[src/rtl/adc_rd_pkg.sv]
package adc_rd_pkg;

  typedef enum logic [2:0] {
    ST_IDLE  = 3'd0,
    ST_CONV  = 3'd1,
    ST_WFALL = 3'd2,
    ST_WRISE = 3'd3,
    ST_SHIFT = 3'd4,
    ST_DONE  = 3'd5
  } rd_state_t;

  function automatic int max4(input int a, input int b, input int c, input int d);
    int m;
    m = a;
    if (b > m) m = b;
    if (c > m) m = c;
    if (d > m) m = d;
    return m;
  endfunction

endpackage

[src/rtl/adc_rd_sync.sv]
module adc_rd_sync #(
  parameter int W      = 2,
  parameter int STAGES = 2
) (
  input  logic         clk,
  input  logic         rst_n,
  input  logic [W-1:0] d,
  output logic [W-1:0] q
);

  logic [STAGES-1:0][W-1:0] stg;

  always_ff @(posedge clk or negedge rst_n) begin
    if (!rst_n) begin
      stg <= '0;
    end else begin
      stg <= {stg[STAGES-2:0], d};
    end
  end

  assign q = stg[STAGES-1];

endmodule

[src/rtl/adc_rd_sclk.sv]
module adc_rd_sclk #(
  parameter int HALF = 4
) (
  input  logic clk,
  input  logic rst_n,
  input  logic en,
  output logic sclk,
  output logic sample_tick
);

  localparam int PERIOD = 2 * HALF;
  localparam int PH_W   = $clog2(PERIOD);

  logic [PH_W-1:0] ph;
  logic            wrap;

  assign wrap = (ph == PH_W'(PERIOD - 1));

  always_ff @(posedge clk or negedge rst_n) begin
    if (!rst_n) begin
      ph <= '0;
    end else if (!en || wrap) begin
      ph <= '0;
    end else begin
      ph <= ph + 1'b1;
    end
  end

  assign sclk        = en && (ph >= PH_W'(HALF));
  assign sample_tick = en && wrap;

endmodule

[src/rtl/adc_rd_shift.sv]
module adc_rd_shift #(
  parameter int W = 12
) (
  input  logic         clk,
  input  logic         rst_n,
  input  logic         clr,
  input  logic         en,
  input  logic         d,
  output logic [W-1:0] q
);

  always_ff @(posedge clk or negedge rst_n) begin
    if (!rst_n) begin
      q <= '0;
    end else if (clr) begin
      q <= '0;
    end else if (en) begin
      q <= {q[W-2:0], d};
    end
  end

endmodule

[src/rtl/adc_conv_reader.sv]
module adc_conv_reader
  import adc_rd_pkg::*;
#(
  parameter int DATA_W    = 12,
  parameter int OUT_W     = 16,
  parameter int CONV_CYC  = 5,
  parameter int SCLK_HALF = 4,
  parameter int FALL_TO   = 32,
  parameter int RISE_TO   = 256,
  parameter int CS_HOLD   = 0
) (
  input  logic              clk,
  input  logic              rst_n,
  input  logic              start_i,
  input  logic              adc_busy_i,
  input  logic              adc_data_i,
  output logic              adc_conv_n_o,
  output logic              adc_cs_n_o,
  output logic              adc_sclk_o,
  output logic [DATA_W-1:0] result_o,
  output logic [OUT_W-1:0]  result_sx_o,
  output logic              result_valid_o,
  output logic              ctrl_busy_o,
  output logic              err_o
);

  localparam int EXT_W   = OUT_W - DATA_W;
  localparam int CNT_MAX = max4(CONV_CYC, FALL_TO, RISE_TO, DATA_W);
  localparam int CNT_W   = $clog2(CNT_MAX + 1);

  function automatic logic [OUT_W-1:0] sign_extend(input logic [DATA_W-1:0] v);
    return {{EXT_W{v[DATA_W-1]}}, v};
  endfunction

  rd_state_t        state;
  logic [CNT_W-1:0] cnt;
  logic             err_q;

  logic [1:0] sync_q;
  logic       busy_s;
  logic       data_s;
  logic       shift_en;
  logic       sample_tick;
  logic       sclk_int;

  // named internal events
  logic accept_start;
  logic conv_last;
  logic fall_seen;
  logic rise_seen;
  logic fall_timeout;
  logic rise_timeout;
  logic last_bit;

  adc_rd_sync #(.W(2), .STAGES(2)) u_sync (
    .clk   (clk),
    .rst_n (rst_n),
    .d     ({adc_busy_i, adc_data_i}),
    .q     (sync_q)
  );

  assign busy_s = sync_q[1];
  assign data_s = sync_q[0];

  assign shift_en = (state == ST_SHIFT);

  adc_rd_sclk #(.HALF(SCLK_HALF)) u_sclk (
    .clk         (clk),
    .rst_n       (rst_n),
    .en          (shift_en),
    .sclk        (sclk_int),
    .sample_tick (sample_tick)
  );

  adc_rd_shift #(.W(DATA_W)) u_shift (
    .clk   (clk),
    .rst_n (rst_n),
    .clr   (accept_start),
    .en    (sample_tick),
    .d     (data_s),
    .q     (result_o)
  );

  assign accept_start = (state == ST_IDLE) && start_i;
  assign conv_last    = (state == ST_CONV) && (cnt == CNT_W'(CONV_CYC - 1));
  assign fall_seen    = (state == ST_WFALL) && !busy_s;
  assign rise_seen    = (state == ST_WRISE) && busy_s;
  assign fall_timeout = (state == ST_WFALL) && busy_s && (cnt == CNT_W'(FALL_TO - 1));
  assign rise_timeout = (state == ST_WRISE) && !busy_s && (cnt == CNT_W'(RISE_TO - 1));
  assign last_bit     = sample_tick && (cnt == CNT_W'(DATA_W - 1));

  always_ff @(posedge clk or negedge rst_n) begin
    if (!rst_n) begin
      state <= ST_IDLE;
      cnt   <= '0;
      err_q <= 1'b0;
    end else begin
      unique case (state)
        ST_IDLE: begin
          cnt <= '0;
          if (accept_start) begin
            state <= ST_CONV;
            err_q <= 1'b0;
          end
        end
        ST_CONV: begin
          if (conv_last) begin
            state <= ST_WFALL;
            cnt   <= '0;
          end else begin
            cnt <= cnt + 1'b1;
          end
        end
        ST_WFALL: begin
          if (fall_seen) begin
            state <= ST_WRISE;
            cnt   <= '0;
          end else if (fall_timeout) begin
            state <= ST_IDLE;
            err_q <= 1'b1;
          end else begin
            cnt <= cnt + 1'b1;
          end
        end
        ST_WRISE: begin
          if (rise_seen) begin
            state <= ST_SHIFT;
            cnt   <= '0;
          end else if (rise_timeout) begin
            state <= ST_IDLE;
            err_q <= 1'b1;
          end else begin
            cnt <= cnt + 1'b1;
          end
        end
        ST_SHIFT: begin
          if (last_bit) begin
            state <= ST_DONE;
          end else if (sample_tick) begin
            cnt <= cnt + 1'b1;
          end
        end
        ST_DONE: begin
          state <= ST_IDLE;
        end
        default: begin
          state <= ST_IDLE;
        end
      endcase
    end
  end

  generate
    if (CS_HOLD != 0) begin : g_cs_tied
      assign adc_cs_n_o = 1'b0;
    end else begin : g_cs_framed
      assign adc_cs_n_o = (state != ST_SHIFT);
    end
  endgenerate

  assign adc_conv_n_o   = (state != ST_CONV);
  assign adc_sclk_o     = sclk_int;
  assign result_valid_o = (state == ST_DONE);
  assign result_sx_o    = sign_extend(result_o);
  assign ctrl_busy_o    = (state != ST_IDLE);
  assign err_o          = err_q;

endmodule

[config.mk]
export PLATFORM = sky130hd
export DESIGN_NAME = adc_conv_reader
export DESIGN_NICKNAME = d
export VERILOG_FILES = /design/src/rtl/adc_rd_pkg.sv /design/src/rtl/adc_rd_sync.sv /design/src/rtl/adc_rd_sclk.sv /design/src/rtl/adc_rd_shift.sv /design/src/rtl/adc_conv_reader.sv
export SDC_FILE = /design/constraint.sdc
export NUM_CORES = 1
export LEC_CHECK = 0
export ABC_AREA = 0
export BUFFER_PORTS_ARGS = -buffer_cell sky130_fd_sc_hd__buf_2
export CORE_MARGIN = 2
export CORE_UTILIZATION = 49
export DETAILED_ROUTE_END_ITERATION = 6
export PLACE_DENSITY = 0.71
export REMOVE_ABC_BUFFERS = 1
export SLEW_MARGIN = 10
export SYNTH_ARGS = -nofsm -noshare
export SYNTH_HDL_FRONTEND = slang
export SYNTH_SLANG_ARGS = --single-unit
[constraint.sdc]
create_clock -name clk -period 4.9 [get_ports clk]
set_clock_uncertainty 0.05 [all_clocks]
set_input_delay 0.98 -clock clk [delete_from_list [all_inputs] [get_ports clk]]
set_output_delay 0.98 -clock clk [all_outputs]
set_load 0.03 [all_outputs]
# Yosys cells after proc, flatten, opt, wreduce, memory -nomap -nowiden
# Cells that the tools add are included.
# Widths: inputs -> output; s select.
# classes
addsub,2
multipliers,0
div,0
n_lt_le_gt_ge,1
eq_ne,25
n_shift,0
n_mux,25
n_bitwise,0
n_reduce_logical,22
# ops
cell,count
$mux 9,7
$pmux 9 s5,1
$mux 12,2
$mux 3,8
$ne 2x2->1 const B,9
$ne 3x3->1 const B,5
$pmux 3 s5,1
$logic_and 1x1->1,11
$reduce_and 5->1,2
$add 9x1->9 const B,1
$eq 3x3->1 const B,3
$eq 9x3->1 const B,1
$eq 9x4->1 const B,1
$eq 9x5->1 const B,1
$eq 9x8->1 const B,1
$eq 3x2->1 const B,2
$reduce_and 6->1,1
$reduce_bool 3->1,2
$mux 1,5
$reduce_bool 5->1,1
$add 3x1->3 const B,1
$eq 3x1->1 const B,1
$ge 3x3->1 const B,1
$logic_not 3->1,1
5 further kinds,6
# totals
ff_bits,32
latchBits,0
ram_bits,0
romBits,0
in_bits,5
out_inout_bits,34
mem_count,0

# Depth between registers and ports, before layout
# Gate-level depths: netlist of run 1.
# logic_depth
word_depth,6
ltp_mapped,11
ltp_nobuf,10

# Cells and area by module
# From an unflattened synthesis of run 1, not the netlist that was laid out.
# unflattened
hier_cells,185
area_unflattened_um2,1818.0
# by_module_without_submodules
mod,instances,cells_per_inst,area_per_inst_um2,seq_area_each_um2
adc_conv_reader,1,131,1078.5,325.3
adc_rd_shift,1,38,480.5,300.3
adc_rd_sclk,1,10,143.9,75.1
adc_rd_sync,1,6,115.1,100.1

# Worst setup path after synthesis of run 1
# No wires, ideal clock.
# synth_timing
path_type,register to output
from,reg state[0]
to,out result_valid_o
arrival_time_ns,1.317
t_required_ns,3.870
path_slack_ns,2.553
stages_incl_launch_ff,4
path_buffers,1
path_cell_list,dfrtp_1 buf_4 inv_1 nor3_1
# synth_via
elab_chain_len,1
# synth_lines
item,line,text
start: declaration,adc_conv_reader.sv:35,rd_state_t state;
start signal: assignment,adc_conv_reader.sv:94,state <= ST_IDLE;
start signal: assignment,adc_conv_reader.sv:102,state <= ST_CONV;
start signal: assignment,adc_conv_reader.sv:108,state <= ST_WFALL;
$eq 3x3->1,adc_conv_reader.sv:163,assign result_valid_o = (state == ST_DONE);
end: declaration,adc_conv_reader.sv:22,"output logic result_valid_o,"
# No other way between the ends.

# Final worst setup path of run 1
# layout_timing
from,reg cnt[0]
to,reg cnt[5]
# layout_via
elab_chain_len,4
elab_cells_between_ends,21
# layout_lines
item,line,text
start: declaration,adc_conv_reader.sv:36,logic [CNT_W-1:0] cnt;
start signal: assignment,adc_conv_reader.sv:111,cnt <= cnt + 1'b1;
start signal: assignment,adc_conv_reader.sv:122,cnt <= cnt + 1'b1;
start signal: assignment,adc_conv_reader.sv:133,cnt <= cnt + 1'b1;
"$add 9x1->9, or another cell as far along",--,
"$mux 9, or another cell as far along",adc_conv_reader.sv:139,end else if (sample_tick) begin
"$mux 9, or another cell as far along",adc_conv_reader.sv:137,if (last_bit) begin
$pmux 9 s5 / $reduce_and 5->1 (equally long branches),--,
# Parallel ways exist; a longest one is shown, timed or not. The select of a mux whose other input is x is not followed.
# A chain may end at the register's enable or synchronous reset.

==> results by group, run 1 <==
Detailed routing
  – Initial DRC count: 87
  – Vias: 1452
  – Routed wire per std cell: 13.0 um
  – DR pass1 iterations: 4
  – DRC violations left: 0
  – Final wirelength: 3370 um
  – Antenna violation net count after detailed routing: 0
  – Drt via density: 5.63

STA
  – RSZ-0062 raised after global routing: no
  – Worst hold margin: 307 ps
  – Post-route setup slack: 2110 ps
  – Period utilisation layout: 56.8%
  – Final slew viol count: 0
  – Final setup fails: 0
  – Final worst path period need: 2790 ps
  – Max Clk Rate: 359 MHz
  – Final hold violations: 0
  – Max_slew headroom: 54.4%
  – Setup TNS: 0 ps
  – Slew @ Worst Pin: 683 ps

Worst setup path
  – Crit Path Max Fanout: 12
  – Worst setup EP type: flip-flop
  – Critical path launch point type: flip-flop
  – Crit path DAT: 2940 ps
  – Worst Setup Path Type: reg2reg
  – Worst EP required: 5050 ps

Power and ir drop
  – Pleak: 0.918 nW
  – VDD IR-drop max: 335 uV
  – Overall Power: 0.840 mW
  – Switching power: 0.335 mW
  – Power Internal: 0.505 mW
  – Gate power share: 36.1%
  – Pwr dens: 440 nW/um^2
  – Sequential fraction of design power: 41.2%
  – Switching fraction of total power: 39.9%
  – Clock group share of total power: 22.8%

Place
  – DP Area: 1830 sq um
  – Dpl hpwl: 2460 um
  – RePlAce Congestion: 0.840
  – Inst Count DP: 250
  – Dpl ws: 2180 ps
  – Port Buffers: 38

Logic synthesis
  – Share of the synthesized area in the top cell type: 46.1%
  – Yosys cell types: 43
  – Ranking of synthesized cells by area: dfrtp_1 46%, nand2_1 8.0%, buf_4 7.3%
  – Post-Synth Simple-Gate Area: 23.5%
  – Post-Synth XOR/XNOR Area: 0.504%
  – Post-synthesis mux area share: 1.15%
  – Seq/Total Area, Yosys: 46.1%
  – Top FF cell, synth: dfrtp_1
  – Synth async-reset ratio: 100%
  – Gate Count Post-Synth: 189
  – Number of synthesized flops with an enable pin: 0
  – Synth Area in Compound Gates: 14.6%
  – Yosys reg bits: 32
  – Cell taking the most area after synthesis: dfrtp_1
  – Post-synthesis adder-cell area fraction: 3.60%
  – Synth Cell Area: 1740 sq um
  – Yosys warnings: 0
  – Avg Cell Area, Syn: 9.20 sq um
  – Main combinational cell family by area after synthesis: simple AND/OR/NAND/NOR gates

Clocking
  – Clock sink count: 32
  – H-Tree Depth: 2
  – Postcts setup bufs: 0
  – Hold Buf Count CTS: 0
  – CTS tree: yes
  – Reg clk slew, reported paths: 100 ps
  – Worst-skew pair later-pin latency: 320 ps
  – PostCTS Resize Cnt: 0
  – Clock Root Buffer: clkbuf_4
  – Max Root-Sink Buffers: 2
  – CTS buffer count: 5

Finish
  – Final Non-Filler Cells: 258
  – Diodes inserted: 0
  – FILL cells: 317
  – Design Area, Final: 1910 sq um
  – Share of layout cells above drive strength 1: 25.9%
  – P&R area growth vs syn: 9.86%
  – NumNets Final: 221
  – Post-Route Utilization: 56.8%

Die
  – Die ar.: 4040 sq um
  – Core box area: 3360 sq um
  – I/O pin cnt: 39
  – Die extent in x: 63.6 um
  – Chip height: 63.6 um
  – Initial core utilization: 51.7%
  – Row count: 21

Job
  – # Max-Cap Violations: 0

Global routing
  – Global-route wire length before repair: 5790 um
  – Initial antenna violation count: 0
  – Largest net degree at the start of global routing: 33
  – Global Route Usage Sum: 18.0%
  – Grt ovf: 0
  – Vias in the first global route: 1281

Worst hold path
  – Hold WC Path Type: reg2reg

Run status
  – Outcome: completed
-- worst max-delay path, cell delays in order, from the launching register on --
cell and delay [ps]:
dfrtp_1 460, ha_1 280, and3_1 240, nand3_1 120, nor3_1 60, ha_1 200
nand3b_1 130, a221o_1 190, nand3_1 290, nand2b_2 350, o41ai_1 310
-- power groups by stage --
| stage | Clock [mW] | Sequential, mW | Combinational, mW |
|---|---|---|---|
| after CTS | 0.199 | 0.344 | 0.306 |
| after detailed placement | 0 | 0.350 | 0.304 |
| after global placement | 0 | 0.345 | 0.299 |
| after floorplan | 0 | 0.347 | 0.227 |
| final | 0.192 | 0.346 | 0.303 |
| after global routing | 0.215 | 0.352 | 0.340 |
-- path summary, 6_finish.rpt --
check	from	end	slack, ps	cells past startpoint
hold / removal	u_sync.stg[1]	u_sync.q[1]	310	0
setup reg to reg	cnt[0]	cnt[5]	2110	10
hold reg to reg	u_sync.stg[1]	u_sync.q[1]	310	0
max in group asynchronous	rst_n	cnt[0]	3700	1
min in group asynchronous	rst_n	u_sync.q[0]	640	1
setup / recovery	cnt[0]	cnt[5]	2110	10
-- layout by cell type, fill, tap and decap left out, drive strengths merged --
cell type   n
dfrtp      32
a21oi       9
nand2b      3
and3        2
nand3       8
nor4        1
and2        1
or4         1
buf        38
nor2        5
nand4       4
nor3        4
nand2      38
nor2b       1
a31oi       2
a221o       1
inv         8
nand4bb     1
nor4bb      3
and4bb      1
o211ai      2
clkbuf      6
bufinv      1
clkinv      1
ha          5
xor2        1
o22ai       2
a31o        1
a21boi      1
a22o        1
o31ai       1
o41ai       1
mux2i       2
o21ai      20
nor3b       3
nand3b      1
-- registers in the layout, summed over array words and instances, names as in the netlist --
| register | cells |
|---|---|
| u_sclk.ph | 3 |
| u_sync.q | 2 |
| state | 3 |
| cnt | 9 |
| u_sync.stg | 2 |
| u_shift.q | 12 |
| err_o | 1 |
-- layout make-up --
cell class	count	area, sq um	area share [%]
Timing Repair Buffer	38	190	9.96
Sequential cell	32	801	41.9
Multi-Input combinational cell	126	754	39.5
Clock buffer	6	41.3	2.16
Clock inverter	2	35.0	1.83
Tap cell	46	57.6	3.01
Inverter	8	30.0	1.57
-- per-layer routing --
| layer | global-route usage (%) | part of all wire, % | vias to the layer above | wire [um] |
|---|---|---|---|---|
| li1 | - | - | 694 | - |
| met5 | 0 | 0 | - | 0 |
| met3 | 4.46 | 6.9 | 2 | 231 |
| met1 | 22.2 | 45 | 698 | 1510 |
| met2 | 31.7 | 48 | 58 | 1620 |
| met4 | 4.08 | 0.24 | 0 | 8 |
-- cell usage after synthesis (all sizes together), types with 2 or more instances --
cell     n
clkbuf   4
nand4    4
nand2b   3
buf     19
o22ai    2
nand2   38
nor3b    3
nor2     5
nand3    8
o21ai   20
and3     2
nor3     4
a21oi    9
inv      8
nor4bb   3
dfrtp   32
ha       5
o211ai   2
a31oi    2
mux2i    2
-- cells by family after synthesis --
family                     after synthesis
muxes                                    2
adders and majority gates                5
xor gates and xnor gates                 1
buffers and inverters                   31
and+or+nand+nor                         77
AOI/OAI and AO/OA                       41
DFF                                     32
Power figures use the tool's default switching activity.
==> run 2: changes to the inputs <==
Clock period 4.9 ns to 2.61 ns, I/O delays scaled along.
==> results by group, run 2 (synthesized netlist as in run 1, its figures left out) <==
Run status
  – Outcome: completed

STA
  – Worst hold margin: 179 ps
  – Max Clk Rate: 407 MHz
  – Period utilisation layout: 94.1%
  – Slew @ Worst Pin: 694 ps
  – Final hold violations: 0
  – Post-route setup slack: 155 ps
  – Max_slew headroom: 53.7%
  – Final worst path period need: 2460 ps
  – Final slew viol count: 0
  – Setup TNS: 0 ps
  – Final setup fails: 0

Place
  – Port Buffers: 38
  – Dpl hpwl: 2630 um
  – DP Area: 1840 sq um
  – RePlAce Congestion: 0.865
  – Dpl ws: 39.2 ps

Detailed routing
  – Antenna violation net count after detailed routing: 0
  – Initial DRC count: 72
  – DRC violations left: 0
  – Routed wire per std cell: 13.8 um
  – Drt via density: 5.42
  – Final wirelength: 3590 um
  – DR pass1 iterations: 4
  – Vias: 1410

Finish
  – Commonest cells after routing, fill and taps aside: 38 x buf_2, 37 x nand2_1, 30 x dfrtp_1
  – Largest register FFs: 12
  – P&R area growth vs syn: 12.5%
  – Multi-input logic area: 786 sq um
  – Register area: 803 sq um
  – FILL cells: 315
  – Largest registers: u_shift.q: 12 flops, cnt: 9 flops
  – NumNets Final: 224
  – Share of layout cells above drive strength 1: 30.4%
  – Diodes inserted: 0
  – Largest Register: u_shift.q
  – Design Area, Final: 1950 sq um
  – Commonest non-fill, non-tap cell in the layout: buf_2

Global routing
  – Initial antenna violation count: 0
  – Vias in the first global route: 1333
  – Global Route Usage Sum: 18.8%
  – Largest net degree at the start of global routing: 33
  – Global-route wire length before repair: 5970 um
  – Grt ovf: 0

Worst setup path
  – Slowest stage cell, crit path: dfrtp_2
  – Worst setup EP type: flip-flop
  – Worst Setup Path Type: reg2reg
  – Crit path DAT: 2630 ps
  – CP delay by family, top: simple AND/OR/NAND/NOR gates
  – Crit path buffers/inverters: 0
  – Critical path launch point type: flip-flop
  – Worst EP required: 2780 ps
  – Critical path's largest stage delay: 460 ps
  – Critical path, cell by cell: ha_4, and3_2, nand3_1, nor3_2, ha_1, nand3b_1, a221o_1, nand3_2, nand2b_2, o41ai_2
  – Crit Path Max Fanout: 7
  – Reg2reg setup slack: 150 ps

Die
  – Row count: 21
  – Die ar.: 4040 sq um
  – I/O pin cnt: 39
  – Chip height: 63.6 um
  – Initial core utilization: 51.7%
  – Die extent in x: 63.6 um
  – Core box area: 3360 sq um

Clocking
  – Reg clk slew, reported paths: 90 ps
  – CTS buffer count: 5
  – Worst-skew pair later-pin latency: 330 ps
  – Clock sink count: 32
  – Clock Root Buffer: clkbuf_4
  – H-Tree Depth: 2
  – CTS tree: yes
  – Max Root-Sink Buffers: 2

Power and ir drop
  – VDD IR-drop max: 494 uV
  – Pleak: 0.937 nW
  – Overall Power: 1.57 mW
  – Pwr dens: 802 nW/um^2

Job
  – # Max-Cap Violations: 0

Worst hold path
  – Hold WC Path Type: in2async
run 2: changes by cell type in the layout (fill, tap and decap cells not counted), sizes merged:
| cell | delta |
|---|---|
| buf | +3 |
| clkinv | -1 |
| bufinv | -1 |
| clkbuf | +1 |
run 2: area by class of cell:
| type | count | share of cell area, % |
|---|---|---|
| Tap cell | 46 | 2.94 |
| Clock buffer | 7 | 3.33 |
| Multi-Input combinational cell | 126 | 40.2 |
| Inverter | 8 | 1.54 |
| Timing Repair Buffer | 41 | 10.9 |
| Sequential cell | 32 | 41.1 |
run 2: final timing paths:
path                               start             to  cells after the start
max                               cnt[0]         cnt[5]                     10
min                                rst_n   u_sclk.ph[2]                      1
max reg2reg                       cnt[0]         cnt[5]                     10
min reg2reg                u_sync.stg[0]    u_sync.q[0]                      0
max in group asynchronous          rst_n         cnt[1]                      1
min in group clk              adc_busy_i  u_sync.stg[1]                      1
run 2: where the power goes:
part | internal, mW | switching (mW)
logic | 0.219 | 0.387
clock network | 0.153 | 0.157
registers | 0.549 | 0.103
total | 0.921 | 0.647
run 2: what timing repair did:
item | in CTS | in global routing
setup endpoints to repair | 1 | 10
setup buffers | 0 | 2
resized for setup | 1 | 7
hold buffers | 0 | 0
run 2: through the flow:
stage,utilization [%],instances
2_1_floorplan,-,166
3_3_place_gp,54.7,251
6_report,58.1,260
4_1_cts,56.8,258
3_5_place_dp,54.7,251
5_1_grt,58.1,260
run 2: metal layers:
metal / global-route usage [%] / up-vias / part of all wire (%)
met5: 0 / - / 0
met4: 5.43 / 0 / 1.1
met3: 5.18 / 4 / 5.8
met2: 32.6 / 49 / 48
met1: 22.9 / 665 / 46
li1: - / 692 / -
